==> src/rtl/pm_evt_pkg.sv <==
package pm_evt_pkg;
    localparam int REG_W     = 16;
    localparam int RD_W      = 32;
    localparam int OFS_STS   = 'h00;
    localparam int OFS_EN    = 'h02;
    localparam int OFS_CTL   = 'h04;
    localparam int OFS_TMR   = 'h08;
    localparam int B_TMR     = 0;
    localparam int B_PWR     = 8;
    localparam int B_WAKE    = 15;
    localparam int C_SCIEN   = 0;
    localparam int C_SLPEN   = 13;
    localparam int C_TYP_LO  = 10;
    localparam logic [REG_W-1:0] SCI_MASK = 16'h0521;
    localparam logic [7:0]       CMD_ON   = 8'hF1;
    localparam logic [7:0]       CMD_OFF  = 8'hF0;

    typedef struct packed {
        logic [REG_W-1:0] sts;
        logic [REG_W-1:0] en;
        logic [REG_W-1:0] ctl;
        logic             shut;
        logic             rst;
    } pm_state_t;

    typedef struct packed {
        logic [7:0] cmd;
        logic [7:0] stat;
        logic       smi;
    } apm_state_t;
endpackage

==> src/rtl/pm_timer.sv <==
module pm_timer #(
    parameter int TMR_W = 24
) (
    input  logic             clk,
    input  logic             rst_n,
    input  logic             tick_en,
    output logic [TMR_W-1:0] count,
    output logic             msb_flip
);
    localparam int MSB = TMR_W - 1;

    logic [TMR_W-1:0] cnt_d, cnt_q;

    always_comb begin
        cnt_d = cnt_q;
        if (tick_en) cnt_d = cnt_q + 1'b1;
        msb_flip = cnt_d[MSB] ^ cnt_q[MSB];
    end

    always_ff @(posedge clk) begin
        if (!rst_n) cnt_q <= '0;
        else        cnt_q <= cnt_d;
    end

    assign count = cnt_q;
endmodule

==> src/rtl/pm_apm.sv <==
module pm_apm
    import pm_evt_pkg::*;
(
    input  logic       clk,
    input  logic       rst_n,
    input  logic       wr,
    input  logic       sel,
    input  logic [7:0] wdata,
    input  logic       smi_en,
    output logic [7:0] rdata,
    output logic       sci_on,
    output logic       sci_off,
    output logic       smi
);
    apm_state_t ap_d, ap_q;
    logic cmd_wr;

    always_comb begin
        ap_d     = ap_q;
        cmd_wr   = wr && !sel;
        ap_d.smi = cmd_wr && smi_en;
        if (cmd_wr)     ap_d.cmd  = wdata;
        if (wr && sel)  ap_d.stat = wdata;
        sci_on  = cmd_wr && (wdata == CMD_ON);
        sci_off = cmd_wr && (wdata == CMD_OFF);
    end

    always_ff @(posedge clk) begin
        if (!rst_n) ap_q <= '0;
        else        ap_q <= ap_d;
    end

    assign rdata = sel ? ap_q.stat : ap_q.cmd;
    assign smi   = ap_q.smi;
endmodule

==> src/rtl/pm_event_ctrl.sv <==
module pm_event_ctrl
    import pm_evt_pkg::*;
#(
    parameter int TMR_W  = 24,
    parameter int ADDR_W = 6
) (
    input  logic              clk,
    input  logic              rst_n,
    input  logic              tick_en,
    input  logic              pwr_btn,
    input  logic              smi_en_cfg,
    input  logic              io_wr,
    input  logic [ADDR_W-1:0] io_addr,
    input  logic [REG_W-1:0]  io_wdata,
    output logic [RD_W-1:0]   io_rdata,
    input  logic              apm_wr,
    input  logic              apm_sel,
    input  logic [7:0]        apm_wdata,
    output logic [7:0]        apm_rdata,
    output logic              sci,
    output logic              smi,
    output logic              shutdown_req,
    output logic              reset_req
);
    localparam logic [ADDR_W-1:0] A_STS = ADDR_W'(OFS_STS);
    localparam logic [ADDR_W-1:0] A_EN  = ADDR_W'(OFS_EN);
    localparam logic [ADDR_W-1:0] A_CTL = ADDR_W'(OFS_CTL);
    localparam logic [ADDR_W-1:0] A_TMR = ADDR_W'(OFS_TMR);

    pm_state_t        st_d, st_q;
    logic [TMR_W-1:0] tmr_val;
    logic             tmr_flip;
    logic             sci_on, sci_off;
    logic [REG_W-1:0] sets;
    logic [2:0]       slp_typ;

    pm_timer #(.TMR_W(TMR_W)) u_timer (
        .clk      (clk),
        .rst_n    (rst_n),
        .tick_en  (tick_en),
        .count    (tmr_val),
        .msb_flip (tmr_flip)
    );

    pm_apm u_apm (
        .clk     (clk),
        .rst_n   (rst_n),
        .wr      (apm_wr),
        .sel     (apm_sel),
        .wdata   (apm_wdata),
        .smi_en  (smi_en_cfg),
        .rdata   (apm_rdata),
        .sci_on  (sci_on),
        .sci_off (sci_off),
        .smi     (smi)
    );

    always_comb begin
        st_d      = st_q;
        st_d.shut = 1'b0;
        st_d.rst  = 1'b0;
        sets      = '0;
        slp_typ   = io_wdata[C_TYP_LO +: 3];

        if (io_wr) begin
            case (io_addr)
                A_STS: st_d.sts = st_q.sts & ~io_wdata;
                A_EN:  st_d.en  = io_wdata;
                A_CTL: begin
                    st_d.ctl          = io_wdata;
                    st_d.ctl[C_SLPEN] = 1'b0;
                    if (io_wdata[C_SLPEN]) begin
                        if (slp_typ == 3'd0) st_d.shut = 1'b1;
                        if (slp_typ == 3'd1) begin
                            st_d.rst       = 1'b1;
                            sets[B_WAKE]   = 1'b1;
                            sets[B_PWR]    = 1'b1;
                        end
                    end
                end
                default: ;
            endcase
        end

        if (tmr_flip)                 sets[B_TMR] = 1'b1;
        if (pwr_btn && st_q.en[B_PWR]) sets[B_PWR] = 1'b1;
        st_d.sts = st_d.sts | sets;

        if (sci_on)  st_d.ctl[C_SCIEN] = 1'b1;
        if (sci_off) st_d.ctl[C_SCIEN] = 1'b0;
    end

    always_ff @(posedge clk) begin
        if (!rst_n) st_q <= '0;
        else        st_q <= st_d;
    end

    always_comb begin
        io_rdata = '0;
        case (io_addr)
            A_STS: io_rdata[REG_W-1:0] = st_q.sts;
            A_EN:  io_rdata[REG_W-1:0] = st_q.en;
            A_CTL: io_rdata[REG_W-1:0] = st_q.ctl;
            A_TMR: io_rdata[TMR_W-1:0] = tmr_val;
            default: ;
        endcase
    end

    assign sci          = |(st_q.sts & st_q.en & SCI_MASK);
    assign shutdown_req = st_q.shut;
    assign reset_req    = st_q.rst;
endmodule

==> config.mk <==
export PLATFORM = sky130hd
export DESIGN_NAME = pm_event_ctrl
export DESIGN_NICKNAME = d
export VERILOG_FILES = /design/src/rtl/pm_evt_pkg.sv /design/src/rtl/pm_timer.sv /design/src/rtl/pm_apm.sv /design/src/rtl/pm_event_ctrl.sv
export SDC_FILE = /design/constraint.sdc
export NUM_CORES = 1
export LEC_CHECK = 0
export BUFFER_PORTS_ARGS = -buffer_cell sky130_fd_sc_hd__buf_2
export CORE_MARGIN = 2
export CORE_UTILIZATION = 38
export CTS_CLUSTER_DIAMETER = 150
export DETAILED_ROUTE_END_ITERATION = 6
export PLACE_DENSITY = 0.55
export SLEW_MARGIN = 20
export SYNTH_ARGS = -nofsm -noshare
export SYNTH_HDL_FRONTEND = slang
export SYNTH_SLANG_ARGS = --single-unit
==> constraint.sdc <==
create_clock -name clk -period 2.15 [get_ports clk]
set_input_delay 0.1075 -clock clk [delete_from_list [all_inputs] [get_ports clk]]
set_output_delay 0.1075 -clock clk [all_outputs]
set_load 0.01 [all_outputs]
==> summary.md, run 1 <==
| Metric | Value |
|---|---|
| Run status | finished clean |
| Min Tclk post-route | 1840 ps |
| Drt first-iter violations | 298 |
| Leak Pwr | 2.07 nW |
| Post-synthesis share of cell area spent on and, or, nand and nor gates | 25.3% |
| Fraction of the mapped netlist area in compound gates | 15.8% |
| Proportion of synthesized flip-flops having asynchronous set or reset | 0% |
| Mapped cell area | 4020 um2 |
| Worst hold-check slack | 21.0 ps |
| Std-Cell Rows | 37 |
| Max-slew violation count | 0 |
| Synth warnings | 0 |
| Pin count of the biggest net entering global routing | 30 |
| Initial core utilization | 39.0% |
| Die area | 11400 um2 |
| # placed instances | 677 |
| Via Count | 3721 |
| Setup repair after global routing missed its margin | false |
| Number of optimization iterations in the first detailed-route pass | 5 |
| Final Wtd Congestion | 0.855 |
| Number of buffers created by CTS | 9 |
| Hold-critical path depth | 3 |
| Combinational family with the most area after synthesis | simple AND/OR/NAND/NOR gates |
| Final total negative setup slack | 0 ps |
| Fraction of post-synthesis cell area in the top cell type by area | 44.8% |
| Antenna violations before repair | 0 |
| Max capacitance violation total | 0 |
| Final-stage net count | 612 |
| DRC violations left | 0 |
| Setup clock skew after layout | 7.39 ps |
| First-pass GRT wire length | 18500 um |
| Unique cell type count in the Yosys netlist | 40 |
| Max Clock Freq | 542 MHz |
| Pwr/cell area | 644 nW/um2 |
| IO Port Bufs | 73 |
| Overall die width | 107 um |
| Quantity of gates resized following cts | 0 |
| Hold Path Class | in -> reg |
| CP startpoint kind | flop |
| Setup slack of the most critical reg-to-reg path | 310 ps |
| Category of the worst setup path capture point | flop |
| Peak supply drop | 0.326 mV |
| Max clock buf depth | 2 |
| Worst slew margin | 58.9% |
| Critical path peak fanout | 10 |
| Final ANT Viol Nets | 0 |
| Global routing usage summed across all routing layers | 20.3% |
| Wire length reported by the detailed router | 11200 um |
| Yosys reg bits | 90 |
| Height of the chip | 107 um |
| Number of global-route vias before repair | 3697 |
| Number of endpoints failing setup at the final stage | 0 |
| Period Utilization, post-route | 85.8% |
| Area of the core | 10300 um2 |
| EDFF count, synth | 0 |
| Post-synthesis cell type with the largest combined area | sky130_fd_sc_hd__dfxtp_1 |
| Largest cells by area after synthesis | sky130_fd_sc_hd__dfxtp_1 (45%), sky130_fd_sc_hd__nand2_1 (8.4%), sky130_fd_sc_hd__a21oi_1 (7.6%) |
| Commonest cells post-synth | sky130_fd_sc_hd__dfxtp_1 (90), sky130_fd_sc_hd__nand2_1 (90), sky130_fd_sc_hd__a21oi_1 (61) |
| Ratio of cells with drive above 1 in the final layout | 20.4% |
| Worst Path Required | 2440 ps |
| Critical path class | reg -> reg |
| GRT overflow | 0 |
| Diode count | 0 |
| Post-DP HPWL | 7680 um |
| Avg Inst Size Synth | 8.21 um2 |
| Via density | 5.21 |
| Boundary pin count | 82 |
| Ys flop type | sky130_fd_sc_hd__dfxtp_1 |
| Slew @ Worst Pin | 611 ps |
| Endpoint arrival time on the critical path | 2140 ps |
| Mux share of post-synthesis cell area | 5.97% |
| Seq/Total Area, Yosys | 44.8% |
| TritonCTS clock tree | built |
| Routed WL per cell | 15.7 um |
| Clock tree root driver cell | sky130_fd_sc_hd__clkbuf_8 |
| Clock Sinks | 90 |
| Count of endpoints failing hold in the final timing report | 0 |
| Clock transition time at the flip-flop clock pins of the worst setup and hold paths | 100 ps |
| Post-Syn Instances | 490 |
| Insertion delay to the later sink of the worst-skew pair | 360 ps |
| Growth of design area from synthesis to finish | 22.1% |
| Synthesized-area fraction occupied by xor and xnor cells | 2.18% |
| Fin cells | 714 |
| Adder and majority gate portion of the synthesized area | 0.311% |
| CTS H-tree depth | 3 |
| Register-to-Register Path Depth | 4 |
## stage by stage
stage               utilization (%)  worst slack [ps]  power (mW)  area [um2]
global placement               43.5               394        1.93        4490
detailed placement             43.5               350        1.94        4490
finish                         47.6               305        3.16        4910
CTS                            47.6               320        3.19        4910
global route                   47.6               201        3.28        4910
floorplan                         -               503        1.86        4050
## registers in the layout, summed over array words and instances (netlist names)
name and cells:
reset_req 1, shutdown_req 1, st_q 47, u_apm.ap_q 16
u_apm.smi 1, u_timer.count 24
## layer usage
| layer | track usage (%) | routed length [um] |
|---|---|---|
| met3 | 3.59 | 522 |
| met1 | 26.5 | 5290 |
| met4 | 4.82 | 122 |
| met2 | 35.0 | 5270 |
| met5 | 0 | 0 |
## cells in the final DEF, fill, tap and decap left out, drive strengths merged
| master | Yosys | layout |
|---|---|---|
| or4 | 1 | 1 |
| o211a | 1 | 1 |
| nor2 | 24 | 24 |
| nand2b | 7 | 7 |
| or3 | 4 | 4 |
| inv | 7 | 11 |
| nand3 | 37 | 37 |
| nor3 | 6 | 6 |
| xor2 | 3 | 3 |
| dlygate4sd3 | 0 | 21 |
| clkinv | 0 | 1 |
| conb | 1 | 8 |
| o31a | 1 | 1 |
| mux2i | 15 | 15 |
| nor3b | 1 | 1 |
| and2 | 10 | 10 |
| nor2b | 1 | 1 |
| nand2 | 90 | 90 |
| a222oi | 1 | 1 |
| clkinvlp | 0 | 1 |
| buf | 14 | 87 |
| mux2 | 8 | 8 |
| nor4 | 6 | 6 |
| a21oi | 61 | 61 |
| and3 | 6 | 6 |
| nor4b | 1 | 1 |
| xnor2 | 7 | 7 |
| nand3b | 2 | 2 |
| clkbuf | 29 | 9 |
| dfxtp | 90 | 90 |
| and4b | 1 | 1 |
| ha | 1 | 1 |
| a21bo | 3 | 3 |
| o21ai | 5 | 5 |
| bufinv | 0 | 1 |
| a22oi | 32 | 32 |
| nand4 | 11 | 11 |
| a21boi | 1 | 1 |
| and4 | 2 | 2 |
## worst paths after layout
| kind | from | endpoint |
|---|---|---|
| setup reg to reg | u_timer.count[4]$_SDFFE_PN0P_ | u_timer.count[15]$_SDFFE_PN0P_ |
| hold reg to reg | st_q[38]$_SDFFE_PN0P_ | st_q[38]$_SDFFE_PN0P_ |
| hold / removal | apm_wdata[0] | u_apm.ap_q[9]$_SDFFE_PN0P_ |
| setup / recovery | u_timer.count[4]$_SDFFE_PN0P_ | u_timer.count[15]$_SDFFE_PN0P_ |
## cell type report
cell class | count | area, um2
Timing Repair Buffer | 108 | 681
Fill cell | 1059 | 5410
Multi-Input combinational cell | 357 | 2020
Sequential cell | 90 | 1800
Inverter | 7 | 26.3
Clock inverter | 7 | 83.8
Clock buffer | 9 | 124
Tap cell | 136 | 170
## critical path: stages, from the launching register on
cell,delay [ps]
sky130_fd_sc_hd__dfxtp_1,500
sky130_fd_sc_hd__nand4_4,220
sky130_fd_sc_hd__or4_4,560
sky130_fd_sc_hd__or3_1,360
sky130_fd_sc_hd__a21oi_1,140
## what timing repair did
item                                    4_1_cts  5_1_grt
hold endpoints to repair                     30        0
endpoints found under the setup margin        0        0
hold buffers                                 21        0
buffers inserted                              0        0
## power breakdown
| group | internal, mW | switching, mW |
|---|---|---|
| registers | 1.69 | 0.0127 |
| clock network | 0.561 | 0.671 |
| logic | 0.0954 | 0.134 |
| total | 2.34 | 0.817 |
## logic make-up (layout without fill, tap and decap cells)
logic type	count (synthesis)	in the layout
flip-flops	90	90
adder cells (fa/ha/maj)	1	1
multiplexers	23	23
AND/OR/NAND/NOR	210	210
AO/OA/AOI/OAI	105	105
buffers and inverters	50	131
XOR/XNOR	10	10
other	1	8
Power figures use the tool's default switching activity.
==> run 2, diff against run 1 <==
--- a/config.mk
+++ b/config.mk
@@ -7,10 +7,10 @@
 export LEC_CHECK = 0
 export BUFFER_PORTS_ARGS = -buffer_cell sky130_fd_sc_hd__buf_2
 export CORE_MARGIN = 2
-export CORE_UTILIZATION = 38
+export CORE_UTILIZATION = 40
 export CTS_CLUSTER_DIAMETER = 150
 export DETAILED_ROUTE_END_ITERATION = 6
-export PLACE_DENSITY = 0.55
+export PLACE_DENSITY = 0.57
 export SLEW_MARGIN = 20
 export SYNTH_ARGS = -nofsm -noshare
 export SYNTH_HDL_FRONTEND = slang
==> run 2 against run 1 <==
Compared with the run above: wire length decreased by 2.7%; die area down 4.8%; non-clock buffer count shrank 3; largest cell class unchanged; highest routed layer unchanged.
==> summary.md, run 2 (same netlist as run 1, synthesis figures left out) <==
| Metric | Value |
|---|---|
| Endpoint arrival time on the critical path | 2150 ps (about the same) |
| Quantity of gates resized following cts | 0 (unchanged) |
| Die area | 10900 um2 (-4.8%) |
| Run status | finished clean |
| Reg power frac | 51.7% (-2.1 points) |
| Routed WL per cell | 15.4 um (-1.8%) |
| Max Clock Freq | 532 MHz (-1.9%) |
| Instance area at placement | 4500 um2 (+0.20%) |
| Pwr/cell area | 668 nW/um2 (+3.8%) |
| Peak supply drop | 0.379 mV (+16%) |
| Area of the core | 9770 um2 (-5.3%) |
| Worst slew margin | 58.5% (-0.47 points) |
| Top cell family by delay on the critical path | simple AND/OR/NAND/NOR gates |
| Leak Pwr | 2.07 nW (+0.17%) |
| Diode count | 0 (unchanged) |
| Startpoint of the worst register-to-register path | u_timer.count[4]$_SDFFE_PN0P_ |
| Clock tree root driver cell | sky130_fd_sc_hd__clkbuf_8 |
| Initial core utilization | 41.2% (+2.2 points) |
| Drt first-iter violations | 179 (-40%) |
| Count of endpoints failing hold in the final timing report | 0 (unchanged) |
| Overall die width | 104 um (-2.4%) |
| Wire length reported by the detailed router | 10900 um (-2.7%) |
| Stage delay of the slowest cell on the critical path | 510 ps (-50 ps) |
| Category of the worst setup path capture point | flop |
| Pin count of the biggest net entering global routing | 40 (+33%) |
| Critical path peak fanout | 10 (unchanged) |
| CTS H-tree depth | 3 (unchanged) |
| Min Tclk post-route | 1880 ps (+35.0 ps) |
| Utilization of the core after routing | 50.3% (+2.7 points) |
| Growth of design area from synthesis to finish | 22.2% |
| Antenna violations before repair | 0 (unchanged) |
| Power share of the combinational group | 6.9% (-0.4 points) |
| Period Utilization, post-route | 87.4% (+1.6 points) |
| Max-slew violation count | 0 (unchanged) |
| CTS Hold Buffers Added | 18 (-14%) |
| Critical path buffer and inverter count | 1 (+1) |
| TritonCTS clock tree | built |
| Net switching power of the design | 733 uW (-10%) |
| Largest register by flop count | st_q |
| Clock transition time at the flip-flop clock pins of the worst setup and hold paths | 90 ps (about the same) |
| Final ANT Viol Nets | 0 (unchanged) |
| GRT overflow | 0 (unchanged) |
| Height of the chip | 104 um (-2.4%) |
| Via density | 5.30 (+1.7%) |
| Final total negative setup slack | 0 ps (unchanged) |
| Net Sw Frac | 22.3% (-3.6 points) |
| Filler cell count | 979 (-7.6%) |
| Clock Sinks | 90 (unchanged) |
| Number of optimization iterations in the first detailed-route pass | 4 (-1) |
| Final-stage net count | 609 (-0.49%) |
| Hold path start | apm_wdata[3] |
| Critical Path Start | u_timer.count[4]$_SDFFE_PN0P_ |
| Critical path class | reg -> reg |
| Slew @ Worst Pin | 618 ps (+6.95 ps) |
| Number of global-route vias before repair | 3569 (-3.5%) |
| Std-Cell Rows | 36 (-2.7%) |
| Commonest cells after routing, fill and taps aside | sky130_fd_sc_hd__nand2_1 (90), sky130_fd_sc_hd__dfxtp_1 (90), sky130_fd_sc_hd__buf_2 (73) |
| Max clock buf depth | 2 (unchanged) |
| Setup repair after global routing missed its margin | false |
| Ratio of cells with drive above 1 in the final layout | 20.2% (-0.24 points) |
| Design Area, Final | 4910 um2 (+0.10%) |
| Worst Path Required | 2420 ps (-20 ps) |
| Hold Path Class | in -> reg |
| Number of flip-flops under the largest register name | 47 (unchanged) |
| Number of endpoints failing setup at the final stage | 0 (unchanged) |
| Highest-delay cell along the critical path | sky130_fd_sc_hd__nor4_1 |
| CP startpoint kind | flop |
| Via Count | 3751 (+0.81%) |
| First-pass GRT wire length | 17900 um (-3.4%) |
| Max capacitance violation total | 0 (unchanged) |
| Setup clock skew after layout | 10.1 ps (+2.67 ps) |
| Pint | 2.55 mW (+8.9%) |
| Clk pwr share | 41.4% (+2.4 points) |
| Cell-by-cell trace of the critical path | nand4_4 > nor4_1 > buf_4 > nand4_1 > a21oi_1 |
| Post-DP HPWL | 7510 um (-2.2%) |
| IO Port Bufs | 73 (unchanged) |
| Number of buffers created by CTS | 9 (unchanged) |
| Global routing usage summed across all routing layers | 20.3% (-0.020 points) |
| Insertion delay to the later sink of the worst-skew pair | 350 ps (about the same) |
| DRC violations left | 0 (unchanged) |
| Post CTS Setup Buffer Count | 0 (unchanged) |
| Final Wtd Congestion | 0.844 (-1.3%) |
| Boundary pin count | 82 (unchanged) |
[run 2: changes by cell type in the layout (fill, tap and decap cells not counted), sizes merged]
cell	previous run	this run
dlygate4sd3	21	18
bufinv	1	3
clkbuf	9	11
inv	11	7
[run 2: worst register-to-register path: cells and delay by family, from the launching register on]
kind                   cells  cell delay [ps]
and+or+nand+nor            3              900
DFF                        1              480
buffers and inverters      1              220
AOI/OAI and AO/OA          1              210
[run 2: power by group through the flow]
stage | logic, mW | registers (mW) | clock network [mW]
2_1_floorplan | 0.121 | 1.74 | 0
3_3_place_gp | 0.200 | 1.74 | 0
3_5_place_dp | 0.202 | 1.74 | 0
4_1_cts | 0.227 | 1.70 | 1.38
5_1_grt | 0.248 | 1.70 | 1.45
6_report | 0.225 | 1.70 | 1.36
[run 2: stage by stage]
stage	total power, mW	hold slack [ps]	cells	worst slack (ps)
2_1_floorplan	1.86	184	497	503
3_3_place_gp	1.94	312	674	395
3_5_place_dp	1.94	316	674	361
4_1_cts	3.31	2.07	708	325
5_1_grt	3.40	15.4	708	177
6_report	3.28	10.8	708	270
[run 2: final timing paths]
path,end,slack (ps),depth (start not counted)
min,u_apm.ap_q[4]$_SDFFE_PN0P_,10,3
max reg2reg,st_q[34]$_SDFF_PN0_,270,5
min reg2reg,st_q[36]$_SDFFE_PN0P_,430,2
max,st_q[34]$_SDFF_PN0_,270,5
[run 2: layout make-up]
cell class                 count  area, um2  area share [%]
sequential                    90       1800            36.7
multi-input combinational    357       2020            41.2
clock buffer                  11        131            2.67
inverter                       7       26.3           0.535
timing repair buffer         105        663            13.5
clock inverter                 5        103            2.09
tap                          133        166            3.39
[run 2: routing by layer]
metal  part of all wire [%]  wire length, um  vias to the layer above  global-route usage [%]
li1                       -                -                     1852                       -
met1                     46             5050                     1793                    26.6
met2                     48             5240                       95                    34.2
met3                    4.3              468                       11                    4.32
met4                    1.3              143                        0                    4.54
met5                      0                0                        -                       0
==> run 3, diff against run 2 <==
--- a/config.mk
+++ b/config.mk
@@ -11,6 +11,7 @@
 export CTS_CLUSTER_DIAMETER = 150
 export DETAILED_ROUTE_END_ITERATION = 6
 export PLACE_DENSITY = 0.57
+export REMOVE_ABC_BUFFERS = 1
 export SLEW_MARGIN = 20
 export SYNTH_ARGS = -nofsm -noshare
 export SYNTH_HDL_FRONTEND = slang
==> run 3 against run 2 <==
Compared with the run above: worst hold slack improved by 9.3 ps; register-to-register slack better by 80 ps; maximum frequency is 4.2% higher; sequential share of layout area grew 0.62 points; setup slack better by 76 ps; total power is 11% lower; critical endpoint is now u_timer.count[15]$_SDFFE_PN0P_.
==> summary.md, run 3 (same netlist as run 1, synthesis figures left out) <==
| Metric | Value |
|---|---|
| Height of the chip | 104 um (unchanged) |
| Clock Sinks | 90 (unchanged) |
| Number of global-route vias before repair | 3527 (-1.2%) |
| Cell-by-cell trace of the critical path | nand4_1 > or4_4 > or3_1 > a21oi_1 |
| Via Count | 3650 (-2.7%) |
| First-pass GRT wire length | 17200 um (-3.8%) |
| Overall die width | 104 um (unchanged) |
| Endpoint arrival time on the critical path | 2100 ps (-50 ps) |
| Critical path buffer and inverter count | 0 (-1) |
| CTS H-tree depth | 3 (unchanged) |
| Post-DP HPWL | 6890 um (-8.4%) |
| Via density | 5.17 (-2.4%) |
| Number of flip-flops under the largest register name | 47 (unchanged) |
| Setup repair after global routing missed its margin | false |
| CTS Hold Buffers Added | 18 (unchanged) |
| Stage delay of the slowest cell on the critical path | 600 ps (+90 ps) |
| Critical path class | reg -> reg |
| Period Utilization, post-route | 83.9% (-3.5 points) |
| Routed WL per cell | 14.6 um (-5.1%) |
| Critical path peak fanout | 5 (-5) |
| Clock transition time at the flip-flop clock pins of the worst setup and hold paths | 90 ps (about the same) |
| Min Tclk post-route | 1800 ps (-76.0 ps) |
| Filler cell count | 997 (+1.8%) |
| Number of buffers created by CTS | 9 (unchanged) |
| Pwr/cell area | 605 nW/um2 (-9.5%) |
| Final ANT Viol Nets | 0 (unchanged) |
| Clock tree root driver cell | sky130_fd_sc_hd__clkbuf_8 |
| Quantity of gates resized following cts | 0 (unchanged) |
| Number of endpoints failing setup at the final stage | 0 (unchanged) |
| Commonest cells after routing, fill and taps aside | sky130_fd_sc_hd__nand2_1 (90), sky130_fd_sc_hd__dfxtp_1 (90), sky130_fd_sc_hd__buf_2 (73) |
| Number of optimization iterations in the first detailed-route pass | 6 (+2) |
| Max capacitance violation total | 0 (unchanged) |
| Count of endpoints failing hold in the final timing report | 0 (unchanged) |
| Insertion delay to the later sink of the worst-skew pair | 360 ps (about the same) |
| Max clock buf depth | 2 (unchanged) |
| Antenna violations before repair | 0 (unchanged) |
| Diode count | 0 (unchanged) |
| Final total negative setup slack | 0 ps (unchanged) |
| Highest-delay cell along the critical path | sky130_fd_sc_hd__or4_4 |
| Worst slew margin | 62.4% (+3.9 points) |
| Drt first-iter violations | 156 (-13%) |
| Top cell family by delay on the critical path | simple AND/OR/NAND/NOR gates |
| PnR Total Power | 2.92 mW (-11%) |
| Sequential cell area | 1800 um2 (unchanged) |
| Setup clock skew after layout | 9.02 ps (-1.04 ps) |
| CP startpoint kind | flop |
| Std-Cell Rows | 36 (unchanged) |
| Pin count of the biggest net entering global routing | 43 (+7.5%) |
| Growth of design area from synthesis to finish | 20.2% |
| Final Wtd Congestion | 0.801 (-5.1%) |
| Wire length reported by the detailed router | 10300 um (-5.4%) |
| IO Port Bufs | 73 (unchanged) |
| Leak Pwr | 2.02 nW (-2.2%) |
| GRT overflow | 0 (unchanged) |
| Combined area of the multi-input logic cells | 2020 um2 (unchanged) |
| Category of the worst setup path capture point | flop |
| Max-slew violation count | 0 (unchanged) |
| DRC violations left | 0 (unchanged) |
| Hold Path Class | in -> reg |
| Peak supply drop | 0.315 mV (-17%) |
| TritonCTS clock tree | built |
| Largest register by flop count | st_q |
| Initial core utilization | 41.2% (unchanged) |
| Post CTS Setup Buffer Count | 0 (unchanged) |
| Die area | 10900 um2 (unchanged) |
| Ratio of cells with drive above 1 in the final layout | 20.1% (-0.10 points) |
| Max Clock Freq | 554 MHz (+4.2%) |
| Slew @ Worst Pin | 560 ps (-58.4 ps) |
| Boundary pin count | 82 (unchanged) |
| Final-stage net count | 608 (-0.16%) |
| Worst Path Required | 2450 ps (+30 ps) |
| Run status | finished clean |
| Global routing usage summed across all routing layers | 19.4% (-0.90 points) |
| Area of the core | 9770 um2 (unchanged) |
-- run 3: area by class of cell --
cell class                 count  area share (%)
inverter                       7           0.544
clock inverter                 5           0.673
sequential                    90            37.3
multi-input combinational    357            41.9
clock buffer                  10            2.64
tap                          133            3.44
timing repair buffer         104            13.6
-- run 3: final timing paths --
| path | start | endpoint | slack [ps] | cells past startpoint |
|---|---|---|---|---|
| worst max register to register | u_timer.count[2]$_SDFFE_PN0P_ | u_timer.count[15]$_SDFFE_PN0P_ | 350 | 4 |
| worst min register to register | st_q[46]$_SDFFE_PN0P_ | st_q[46]$_SDFFE_PN0P_ | 440 | 2 |
| worst min-delay path | apm_wdata[5] | u_apm.ap_q[6]$_SDFFE_PN0P_ | 20 | 3 |
| worst max-delay path | u_timer.count[2]$_SDFFE_PN0P_ | u_timer.count[15]$_SDFFE_PN0P_ | 350 | 4 |
-- run 3: worst reg2reg max path, cell delays in order, from the launching register on --
cell                      delay, ps
sky130_fd_sc_hd__dfxtp_1        420
sky130_fd_sc_hd__nand4_1        240
sky130_fd_sc_hd__or4_4          600
sky130_fd_sc_hd__or3_1          360
sky130_fd_sc_hd__a21oi_1        130
-- run 3: metal layers --
| layer | wire length (um) | GRT usage [%] | vias to the layer above |
|---|---|---|---|
| li1 | - | - | 1852 |
| met1 | 4840 | 25.1 | 1708 |
| met2 | 4900 | 31.7 | 76 |
| met3 | 402 | 4.14 | 14 |
| met4 | 180 | 7.14 | 0 |
| met5 | 0 | 0 | - |
-- run 3: report_power, final --
part / internal [mW] / switching [mW]
Sequential: 1.69 / 0.0126
Combinational: 0.0921 / 0.130
Clock: 0.410 / 0.593
-- run 3: metrics by stage --
| step | instance area [um2] | hold WS (ps) | cells | utilization (%) | setup slack (ps) |
|---|---|---|---|---|---|
| after floorplan | 3850 | 184 | 454 | - | 487 |
| after global placement | 4490 | 308 | 673 | 46.0 | 407 |
| after detailed placement | 4490 | 314 | 673 | 46.0 | 372 |
| after CTS | 4830 | 1.79 | 706 | 49.4 | 338 |
| after global routing | 4830 | 5.16 | 706 | 49.4 | 195 |
| final | 4830 | 20.0 | 706 | 49.4 | 346 |
